### src/rtl/kwd_pkg.sv
package kwd_pkg;
    // Synchronizer depth on the kick line; the bench timing assumes 2.
    localparam int unsigned SYNC_DEPTH = 2;

    typedef struct packed {
        logic [SYNC_DEPTH-1:0] pipe;
        logic                  last;
    } kick_sync_t;
endpackage

### src/rtl/kwd_kick_edge.sv
module kwd_kick_edge
    import kwd_pkg::*;
(
    input  logic clk_i,
    input  logic kick_i,
    output logic edge_o
);
    kick_sync_t sync_d, sync_q;

    // The chain samples every cycle, also during reset, so it is settled on release.
    always_comb begin
        sync_d      = sync_q;
        sync_d.pipe = {sync_q.pipe[SYNC_DEPTH-2:0], kick_i};
        sync_d.last = sync_q.pipe[SYNC_DEPTH-1];
    end

    always_ff @(posedge clk_i) begin
        sync_q <= sync_d;
    end

    // Either polarity of change is a kick.
    assign edge_o = sync_q.pipe[SYNC_DEPTH-1] ^ sync_q.last;
endmodule

### src/rtl/kwd_tick_gen.sv
module kwd_tick_gen #(
    parameter int unsigned PRESCALE = 125000
) (
    input  logic clk_i,
    input  logic clear_i,
    output logic tick_o
);
    localparam int unsigned PW = (PRESCALE > 1) ? $clog2(PRESCALE) : 1;
    localparam logic [PW-1:0] LAST = PW'(PRESCALE - 1);

    logic [PW-1:0] pc_d, pc_q;

    always_comb begin
        if (clear_i) begin
            pc_d = '0;
        end else if (pc_q == LAST) begin
            pc_d = '0;
        end else begin
            pc_d = pc_q + 1'b1;
        end
    end

    always_ff @(posedge clk_i) begin
        pc_q <= pc_d;
    end

    assign tick_o = (pc_q == LAST);

    generate
        if (PRESCALE > 1) begin : g_gap
            AST_TICK_GAP: assert property (@(posedge clk_i) disable iff (clear_i)
                tick_o |=> !tick_o);
        end
    endgenerate
endmodule

### src/rtl/kwd_core.sv
module kwd_core #(
    parameter int unsigned TIMEOUT_TICKS = 1600
) (
    input  logic clk_i,
    input  logic rst_i,
    input  logic float_i,
    input  logic edge_i,
    input  logic tick_i,
    output logic wdo_n_o
);
    localparam int unsigned CW = $clog2(TIMEOUT_TICKS + 1);
    localparam logic [CW-1:0] TOP = CW'(TIMEOUT_TICKS);
    localparam logic [CW-1:0] ONE = CW'(1);

    typedef struct packed {
        logic          armed;
        logic [CW-1:0] cnt;
        logic          wdo_n;
    } core_t;

    core_t st_d, st_q;

    always_comb begin
        st_d = st_q;
        if (rst_i || float_i) begin
            // Cleared and idle
            st_d.armed = 1'b0;
            st_d.cnt   = '0;
            st_d.wdo_n = 1'b1;
        end else if (edge_i) begin
            // A kick reloads the full period and wins over expiry
            st_d.armed = 1'b1;
            st_d.cnt   = TOP;
            st_d.wdo_n = 1'b1;
        end else if (st_q.armed && tick_i) begin
            if (st_q.cnt == ONE) begin
                st_d.armed = 1'b0;
                st_d.cnt   = '0;
                st_d.wdo_n = 1'b0;
            end else begin
                st_d.cnt = st_q.cnt - ONE;
            end
        end
    end

    always_ff @(posedge clk_i) begin
        st_q <= st_d;
    end

    assign wdo_n_o = st_q.wdo_n;

    AST_FLOAT_CLEARS: assert property (@(posedge clk_i) disable iff (rst_i)
        float_i |=> (st_q.wdo_n && !st_q.armed));
    AST_KICK_WINS: assert property (@(posedge clk_i) disable iff (rst_i)
        (edge_i && !float_i) |=> (st_q.wdo_n && st_q.cnt == TOP));
    AST_STICKY_LOW: assert property (@(posedge clk_i) disable iff (rst_i)
        (!st_q.wdo_n && !edge_i && !float_i) |=> !st_q.wdo_n);
    AST_FALL_AT_END: assert property (@(posedge clk_i) disable iff (rst_i)
        $fell(st_q.wdo_n) |-> ($past(st_q.cnt) == ONE && $past(tick_i)));
    AST_CNT_BOUND: assert property (@(posedge clk_i) disable iff (rst_i)
        st_q.cnt <= TOP);
endmodule

### src/rtl/kick_watchdog.sv
module kick_watchdog #(
    parameter int unsigned PRESCALE      = 125000,
    parameter int unsigned TIMEOUT_TICKS = 1600
) (
    input  logic clk_i,
    input  logic sys_rst_i,
    input  logic kick_i,
    input  logic kick_float_i,
    output logic wdo_n_o
);
    logic kick_edge;
    logic slow_tick;
    logic tick_clear;

    kwd_kick_edge u_edge (
        .clk_i  (clk_i),
        .kick_i (kick_i),
        .edge_o (kick_edge)
    );

    // The prescaler restarts on every kick so the period is exact in cycles.
    assign tick_clear = sys_rst_i | kick_float_i | kick_edge;

    kwd_tick_gen #(.PRESCALE(PRESCALE)) u_tick (
        .clk_i   (clk_i),
        .clear_i (tick_clear),
        .tick_o  (slow_tick)
    );

    kwd_core #(.TIMEOUT_TICKS(TIMEOUT_TICKS)) u_core (
        .clk_i   (clk_i),
        .rst_i   (sys_rst_i),
        .float_i (kick_float_i),
        .edge_i  (kick_edge),
        .tick_i  (slow_tick),
        .wdo_n_o (wdo_n_o)
    );
endmodule

### config.mk
export PLATFORM = sky130hd
export DESIGN_NAME = kick_watchdog
export DESIGN_NICKNAME = d
export VERILOG_FILES = /design/src/rtl/kwd_pkg.sv /design/src/rtl/kwd_kick_edge.sv /design/src/rtl/kwd_tick_gen.sv /design/src/rtl/kwd_core.sv /design/src/rtl/kick_watchdog.sv
export SDC_FILE = /design/constraint.sdc
export NUM_CORES = 1
export LEC_CHECK = 0
export CORE_MARGIN = 5
export CORE_UTILIZATION = 30
export DETAILED_ROUTE_END_ITERATION = 16
export SLEW_MARGIN = 20
export SYNTH_ARGS = -nofsm -noshare
export SYNTH_HDL_FRONTEND = slang
export SYNTH_SLANG_ARGS = --single-unit
### constraint.sdc
create_clock -name clk_i -period 5.2 [get_ports clk_i]
set_clock_uncertainty 0.05 [all_clocks]
set_input_delay 0.78 -clock clk_i [delete_from_list [all_inputs] [get_ports clk_i]]
set_output_delay 0.78 -clock clk_i [all_outputs]
set_load 0.01 [all_outputs]
# Word level (Yosys, flattened, before mapping)
# Index checks and enable logic that the tools add are counted.
[totals] ramBits=0 input_bits=4 register_bits=33 rom_bits=0 latch_bits=0 wordCells=27 memories=0
[classes] n_eq_ne=2 muxes=5 n_div=0 n_addsub=2 n_bitwise=3 reduce_logical=8 mul=0 order_cmp=0 n_shift=0
[ops] operator="2-to-1 mux 13 bit" count=2
[ops] operator="adder 17 x 1 -> 17 bit (second input constant)" count=1
[ops] operator="equality test 17 bit (second input constant)" count=1
[ops] operator="equality test 11 x 1 -> 1 bit (second input constant)" count=1
[ops] operator="2-to-1 mux 11 bit" count=1
[ops] operator="subtractor 11 x 1 -> 11 bit (second input constant)" count=1
[ops] operator="AND reduction 2 bit" count=2
[ops] operator="nonzero test 2 bit" count=2
[ops] operator="OR reduction 2 bit" count=2
[ops] operator="2-to-1 mux 1 bit" count=2
[ops] operator="bitwise OR 1 bit" count=2
[ops] operator="logical AND 1 bit" count=1
[ops] operator="logical OR 1 bit" count=1
[ops] operator="bitwise XOR 1 bit" count=1

# Longest topological paths before layout
# Gate-level depths: netlist of the first run.
[logic_depth] depth_word=4 mapped_depth=7 depth_no_buf=6

# Cells and area by module
# A second synthesis of the first run with hierarchy kept.
[hier_totals] cells_unflattened=173 hier_area_um2=1520.2
[by_module_without_submodules] mod="kwd_tick_gen" cells_per_inst=90 instances=1 area_each_um2=800.8
[by_module_without_submodules] mod="kwd_core" cells_per_inst=78 instances=1 area_each_um2=644.4
[by_module_without_submodules] mod="kwd_kick_edge" cells_per_inst=4 instances=1 area_each_um2=68.8
[by_module_without_submodules] mod="kick_watchdog" cells_per_inst=1 instances=1 area_each_um2=6.3

# Worst setup path before layout of the first run
# Ideal clock, no wire load.
[synth_timing] path_type="register to register" from="register u_tick.pc_q[5]" to="register u_core.st_q[10] (netlist bit)" synth_period_minus_slack_ns=1.926 setup_ns=0.074 path_buffers=0 slack_ns=3.274 stages_incl_launch_ff=6 required_ns=5.076 t_arrival_ns=1.802 path_cell_list="dfxtp_1 -> or4b_4 -> nor4_4 -> nand4_1 -> or3_1 -> a31oi_1"
[synth_between] elab_chain_len=3
[synth_lines] element="start: declaration" line_no="kwd_tick_gen.sv:11" text="logic [PW-1:0] pc_d, pc_q;"
[synth_lines] element="start signal: assignment" line_no="kwd_tick_gen.sv:24" text="pc_q <= pc_d;"
[synth_lines] element="equality test 17 bit" line_no="kwd_tick_gen.sv:27" text="assign tick_o = (pc_q == LAST);"
[synth_lines] element="logical AND 1 bit" line_no="kwd_core.sv:35" text="end else if (st_q.armed && tick_i) begin"
[synth_lines] element="nonzero test 2 bit (no source line)"
[synth_lines] element="end signal: assignment" line_no="kwd_core.sv:47" text="st_q <= st_d;"
[synth_lines] element="end: declaration" line_no="kwd_core.sv:21" text="core_t st_d, st_q;"
# Every way passes these cells.
# A chain may end at the register's enable or synchronous reset.

# Worst setup path after layout of the first run
[layout_timing] from="register u_tick.pc_q[5]" to="register u_core.st_q[2] (netlist bit)"
[layout_between] elab_chain_len=2
[layout_lines] element="equality test 17 bit" line_no="kwd_tick_gen.sv:27"
[layout_lines] element="logical AND 1 bit" line_no="kwd_core.sv:35"
# Every way passes these cells.

==> results.ini, run 1 <==
[run_status]
status = finished clean

[cts]
clk_latency_ns = 0.29
post_cts_buffers = 0
cts.sinks = 33
htree_num_levels = 2
cts_hold_buffers = 0
cts-buffers-inserted = 5
clk_pin_slew_ns = 0.07
cts_tree = done
cts-resized-gates = 0
max-clock-path-buffers = 2
root_buffer = clkbuf_8

[detailed_routing]
drtPass1Iterations = 4
vias_per_cell = 4.71
first_iter_violations = 40
ant_nets = 0
via_count = 1173
wire_per_inst_um = 11.1
drc_errors = 0
routed_wl_um = 2760

[timing]
worst_pin_slew_ns = 0.621
setup_tns_ns = 0
whs_ns = 0.267
rsz0062_at_grt = false
setup_viol = 0
fmax_mhz = 446
slew_headroom = 0.586
min_period_over_period = 0.431
fin_ws_ns = 2.96
drv_slew = 0
final_hold_viol_count = 0
min_period_ns = 2.24

[critical_path]
end_kind = flop
max_stage_delay_ns = 0.56
crit_path_top_delay_cell = or4b_4
path_class = reg2reg
worstPathRequired_ns = 5.37
crit_start = u_tick.pc_q[5]$_SDFF_PP0_
ff2ff_setup_slack_ns = 2.96
path_cells = or4b_4 -> nor4_4 -> nand2_1 -> or3_1 -> a21oi_1
path_delay_family = simple AND/OR/NAND/NOR gates
cp.arrival_ns = 2.42
critical_path.max_fanout = 11
critPathBufInv = 0
crit_path_start_kind = flop
reg2reg_from = u_tick.pc_q[5]$_SDFF_PP0_

[global_route]
grt_use_total = 0.0950
grt_max_degree = 18
grt.overflow.total = 0
antenna_found_initial = 0
grt_pass1_wl_um = 4710
grt_pass1_vias = 1076

[floorplanning]
die_area_mm2 = 0.00648
die_h_um = 80.5
die_w_um = 80.5
num_rows = 25
top_level_ports = 5
core_area_mm2 = 0.00479
initial_core_util = 0.311

[layout]
diodes = 0
nFillCells = 500
drive_gt1_frac = 0.0659
syn_to_final_growth_pct = 15.7
layoutNonFillerInstCount = 249
layout.area.seq_um2 = 661
nets = 188
multi_input_area_um2 = 791

[power_and_ir_drop]
power_density_mw_per_mm2 = 326
finalPower_mw = 0.563
ir_worst_vdd_mv = 0.203
power_leakage_nw = 0.540

[logic_synthesis]
syn_inst = 175
syn_nets = 182
synth_top_area_frac = 0.443
synth_area_mm2 = 0.00149
syn_area_per_cell_um2 = 8.52
ys_types = 30
synth_area_leaders = dfxtp_1, nor2_1, xnor2_1, xor2_1, a21oi_1
ys_seq_area_frac = 0.443
synth_largest_area_cell = dfxtp_1
synth_seq_cells = 33
synth_warnings = 0

[placed_design]
place_inst = 241
dp_hpwl_um = 1900
gp_congestion = 0.794
dp_slack_ns = 2.87
portBuffers = 4

[run]
maxCapViolations = 0

[hold_path]
hold_start = u_edge.sync_d[2]$_DFF_P_
hp-class = reg2reg

==> worst paths after layout <==
path,end,depth (start not counted)
min,u_edge.sync_d[0]$_DFF_P_,0
min reg2reg,u_edge.sync_d[0]$_DFF_P_,0
max,u_core.st_q[2]$_SDFFE_PP0P_,5
max reg2reg,u_core.st_q[2]$_SDFFE_PP0P_,5
==> layout make-up <==
class,instances,share of cell area
clock buffers,5,0.0399
clock inverters,3,0.0377
inverters,4,0.00871
multi-input cells,133,0.459
flip-flops and latches,33,0.383
well taps,67,0.0486
repair buffers,4,0.0232
==> metal layers <==
metal  vias up  part of all wire  global-route usage
met5         -                 0                   0
met4         0             0.020              0.0507
met3         5             0.032              0.0336
met2         7              0.44               0.143
met1       539              0.51               0.118
li1        622                 -                   -
==> cells in the mapped netlist <==
cell	instances
a21oi_1	13
a31o_1	1
a31oi_1	3
and2_1	5
and3_1	1
and4_1	3
buf_2	4
clkbuf_1	1
dfxtp_1	33
ha_1	3
inv_1	4
mux2i_1	1
nand2_1	14
nand2b_1	2
nand3_1	9
nand4_1	9
nand4b_1	1
nor2_1	28
nor3_1	5
nor4_1	2
nor4_2	1
nor4_4	1
o21ai_1	8
o41ai_1	1
or2_2	1
or3_1	3
or4_1	1
or4b_4	1
xnor2_1	8
xor2_1	8
==> cells in the final DEF (no fill, tap or decap), drive strengths merged, types with 8 or more instances in the layout <==
cell type	netlist	routed
nand3	9	9
dfxtp	33	33
a21oi	13	13
nand4	9	9
xor2	8	8
o21ai	8	8
nand2	14	14
nor2	28	28
xnor2	8	8
==> state kept, by name (all words and copies together), names as in the netlist <==
name,cells
u_core.st_q,12
u_core.wdo_n_o,1
u_edge.sync_d,2
u_edge.sync_q,1
u_tick.pc_q,17
==> power by group <==
group          switching [mW]  internal, mW
sequential            0.00294         0.257
combinational         0.00943       0.00625
clock                  0.0970         0.190
==> per-stage QoR <==
| step | area (um2) | utilization |
|---|---|---|
| 5_1_grt | 1720 | 0.360 |
| 3_3_place_gp | 1590 | 0.332 |
| 3_5_place_dp | 1590 | 0.332 |
| 4_1_cts | 1720 | 0.360 |
| 2_1_floorplan | 1490 | - |
| 6_report | 1720 | 0.360 |
==> cells by family after synthesis <==
family	after synthesis	share of synthesized area
compound gates	26	0.0949
xor+xnor	16	0.0940
fa+ha+maj	3	0.0252
buf+inv	9	0.0260
flops	33	0.443
mux	1	0.00672
simple gates	87	0.310
Note: power is estimated with default switching activity, not from simulation.
==> inputs of run 2 (changes only) <==
==> constraint.sdc (replaced) <==
create_clock -name clk_i -period 2.2 [get_ports clk_i]
set_clock_uncertainty 0.05 [all_clocks]
set_input_delay 0.33 -clock clk_i [delete_from_list [all_inputs] [get_ports clk_i]]
set_output_delay 0.33 -clock clk_i [all_outputs]
set_load 0.01 [all_outputs]
==> run 2 against run 1 <==
  * Sequential power increased by 140%
  * Via count up 4.2%
  * Power is 110% higher
  * Clock-buffer cell count rose by 2
  * Cell area rose by 2.0%
  * Global-route usage increased by 0.80 points
  * Worst hold slack improved by 0.0091 ns
  * Sequential share of layout area decreased by 0.76 points
  * Critical path depth unchanged
  * Wire length up 6.6%
  * Clock power increased by 79%
  * Largest power group is now registers
==> results.ini, run 2 (synthesized netlist as in run 1, its figures left out) <==
[critical_path]
path_delay_family = simple AND/OR/NAND/NOR gates
max_stage_delay_ns = 0.56  ; about the same
end_kind = flop
critPathBufInv = 0  ; unchanged
worstPathRequired_ns = 2.38  ; -2.99 ns
path_cells = or4_4 -> nor4_4 -> nand4_1 -> or3_1 -> a31oi_1
path_class = reg2reg
critical_path.max_fanout = 6  ; -5
crit_path_start_kind = flop
crit_path_top_delay_cell = or4_4
cp.arrival_ns = 2.24  ; -0.18 ns

[global_route]
grt_pass1_wl_um = 5100  ; +8.2%
met2_usage = 0.155  ; +0.0116
grt_pass1_vias = 1160  ; +7.8%
grt.overflow.total = 0  ; unchanged
grt-busiest-layer = met2
grtUsageMet3 = 0.0336  ; unchanged
grt_max_degree = 18  ; unchanged
grt_use_total = 0.103  ; +0.00798
grtUsageMet1 = 0.127  ; +0.00960
antenna_found_initial = 0  ; unchanged

[cts]
cts_hold_buffers = 0  ; unchanged
max-clock-path-buffers = 2  ; unchanged
root_buffer = clkbuf_8
htree_num_levels = 2  ; unchanged
cts_tree = done
clk_latency_ns = 0.30  ; about the same
clk_pin_slew_ns = 0.07  ; about the same
cts.sinks = 33  ; unchanged
cts-buffers-inserted = 5  ; unchanged

[layout]
top_register = u_tick.pc_q
nets = 196  ; +4.3%
syn_to_final_growth_pct = 18.1
layout.area.seq_um2 = 661  ; unchanged
layoutNonFillerInstCount = 257  ; +3.2%
final_cell_mix = dfxtp_1, nor2_1, nand2_1, a21oi_1
final_cell_area_mm2 = 0.00176  ; +2.0%
final_common_cell = dfxtp_1
nFillCells = 496  ; -0.80%
diodes = 0  ; unchanged
largest_reg_flops = 17  ; unchanged
drive_gt1_frac = 0.121  ; +0.0551
multi_input_area_um2 = 798  ; +0.95%

[timing]
slew_headroom = 0.667  ; +0.0808
drv_slew = 0  ; unchanged
whs_ns = 0.276  ; +0.00909 ns
final_hold_viol_count = 0  ; unchanged
setup_tns_ns = 0  ; unchanged
worst_pin_slew_ns = 0.496  ; -0.125 ns
min_period_over_period = 0.938  ; +0.507
rsz0062_at_grt = false
setup_viol = 0  ; unchanged
min_period_ns = 2.06  ; -0.179 ns
fmax_mhz = 484  ; +8.7%

[floorplanning]
die_h_um = 80.5  ; unchanged
die_area_mm2 = 0.00648  ; unchanged
num_rows = 25  ; unchanged
initial_core_util = 0.311  ; unchanged
core_area_mm2 = 0.00479  ; unchanged
die_w_um = 80.5  ; unchanged
top_level_ports = 5  ; unchanged

[power_and_ir_drop]
p_int_mw = 0.908  ; +100%
clkPwrFrac = 0.438  ; -0.073
finalPower_mw = 1.17  ; +110%
switchingPower_mw = 0.262  ; +140%
power_leakage_nw = 0.563  ; +4.2%
p_seq_frac = 0.525  ; +0.064
comb_power_share = 0.037  ; +0.009
power_density_mw_per_mm2 = 665  ; +100%
p_sw_frac = 0.224  ; +0.0296
ir_worst_vdd_mv = 0.441  ; +120%

[detailed_routing]
wire_per_inst_um = 11.4  ; +3.3%
drc_errors = 0  ; unchanged
vias_per_cell = 4.75  ; +0.93%
drtPass1Iterations = 5  ; +1
via_count = 1222  ; +4.2%
routed_wl_um = 2940  ; +6.6%
first_iter_violations = 91  ; +130%
ant_nets = 0  ; unchanged

[hold_path]
hp-class = reg2reg

[placed_design]
gp_congestion = 0.776  ; -2.3%
dp_hpwl_um = 2040  ; +7.1%
place_inst = 247  ; +2.5%
dpl_cell_area_mm2 = 0.00164  ; +2.8%
portBuffers = 4  ; unchanged

[run]
maxCapViolations = 0  ; unchanged

[run_status]
status = finished clean

==> run 2: timing repair <==
action,in CTS,in global routing
setup buffers,0,2
setup endpoints to repair,0,7
gates resized for setup,0,3
==> run 2: area by class of cell <==
class,count,area share
clock buffers,7,0.0548
clock inverters,1,0.00284
inverters,4,0.00853
multi-input cells,133,0.454
flip-flops and latches,33,0.376
well taps,67,0.0477
repair buffers,12,0.0569
==> run 2: power by group through the flow <==
stage / sequential, mW / clock (mW) / combinational [mW]
CTS: 0.613 / 0.524 / 0.0437
finish: 0.614 / 0.513 / 0.0432
floorplan: 0.625 / 0 / 0.0269
global placement: 0.627 / 0 / 0.0430
global route: 0.614 / 0.552 / 0.0479
detailed placement: 0.627 / 0 / 0.0428
==> run 2: worst paths after layout <==
path	from	endpoint	slack [ns]	cells past startpoint
setup / recovery	u_tick.pc_q[7]$_SDFF_PP0_	u_core.st_q[10]$_SDFFE_PP0P_	0.14	5
hold / removal	u_edge.sync_d[2]$_DFF_P_	u_edge.sync_d[0]$_DFF_P_	0.28	0
setup reg to reg	u_tick.pc_q[7]$_SDFF_PP0_	u_core.st_q[10]$_SDFFE_PP0P_	0.14	5
hold reg to reg	u_edge.sync_d[2]$_DFF_P_	u_edge.sync_d[0]$_DFF_P_	0.28	0
==> run 2: per-layer routing <==
layer	share of wire	routed length (um)	vias up
li1	-	-	638
met1	0.48	1410	556
met2	0.45	1320	20
met3	0.043	126	8
met4	0.027	78	0
met5	0	0	-
==> run 2: worst register-to-register path, stage by stage (launching register included) <==
cell     delay [ns]
dfxtp_1        0.36
or4_4          0.56
nor4_4         0.34
nand4_1        0.16
or3_1          0.36
a31oi_1        0.15
==> run 2: metrics by stage <==
| step | setup slack, ns | utilization |
|---|---|---|
| floorplan | 0.274 | - |
| global placement | 0.149 | 0.342 |
| detailed placement | 0.0914 | 0.342 |
| CTS | 0.0743 | 0.363 |
| global route | 0.0146 | 0.368 |
| finish | 0.136 | 0.368 |
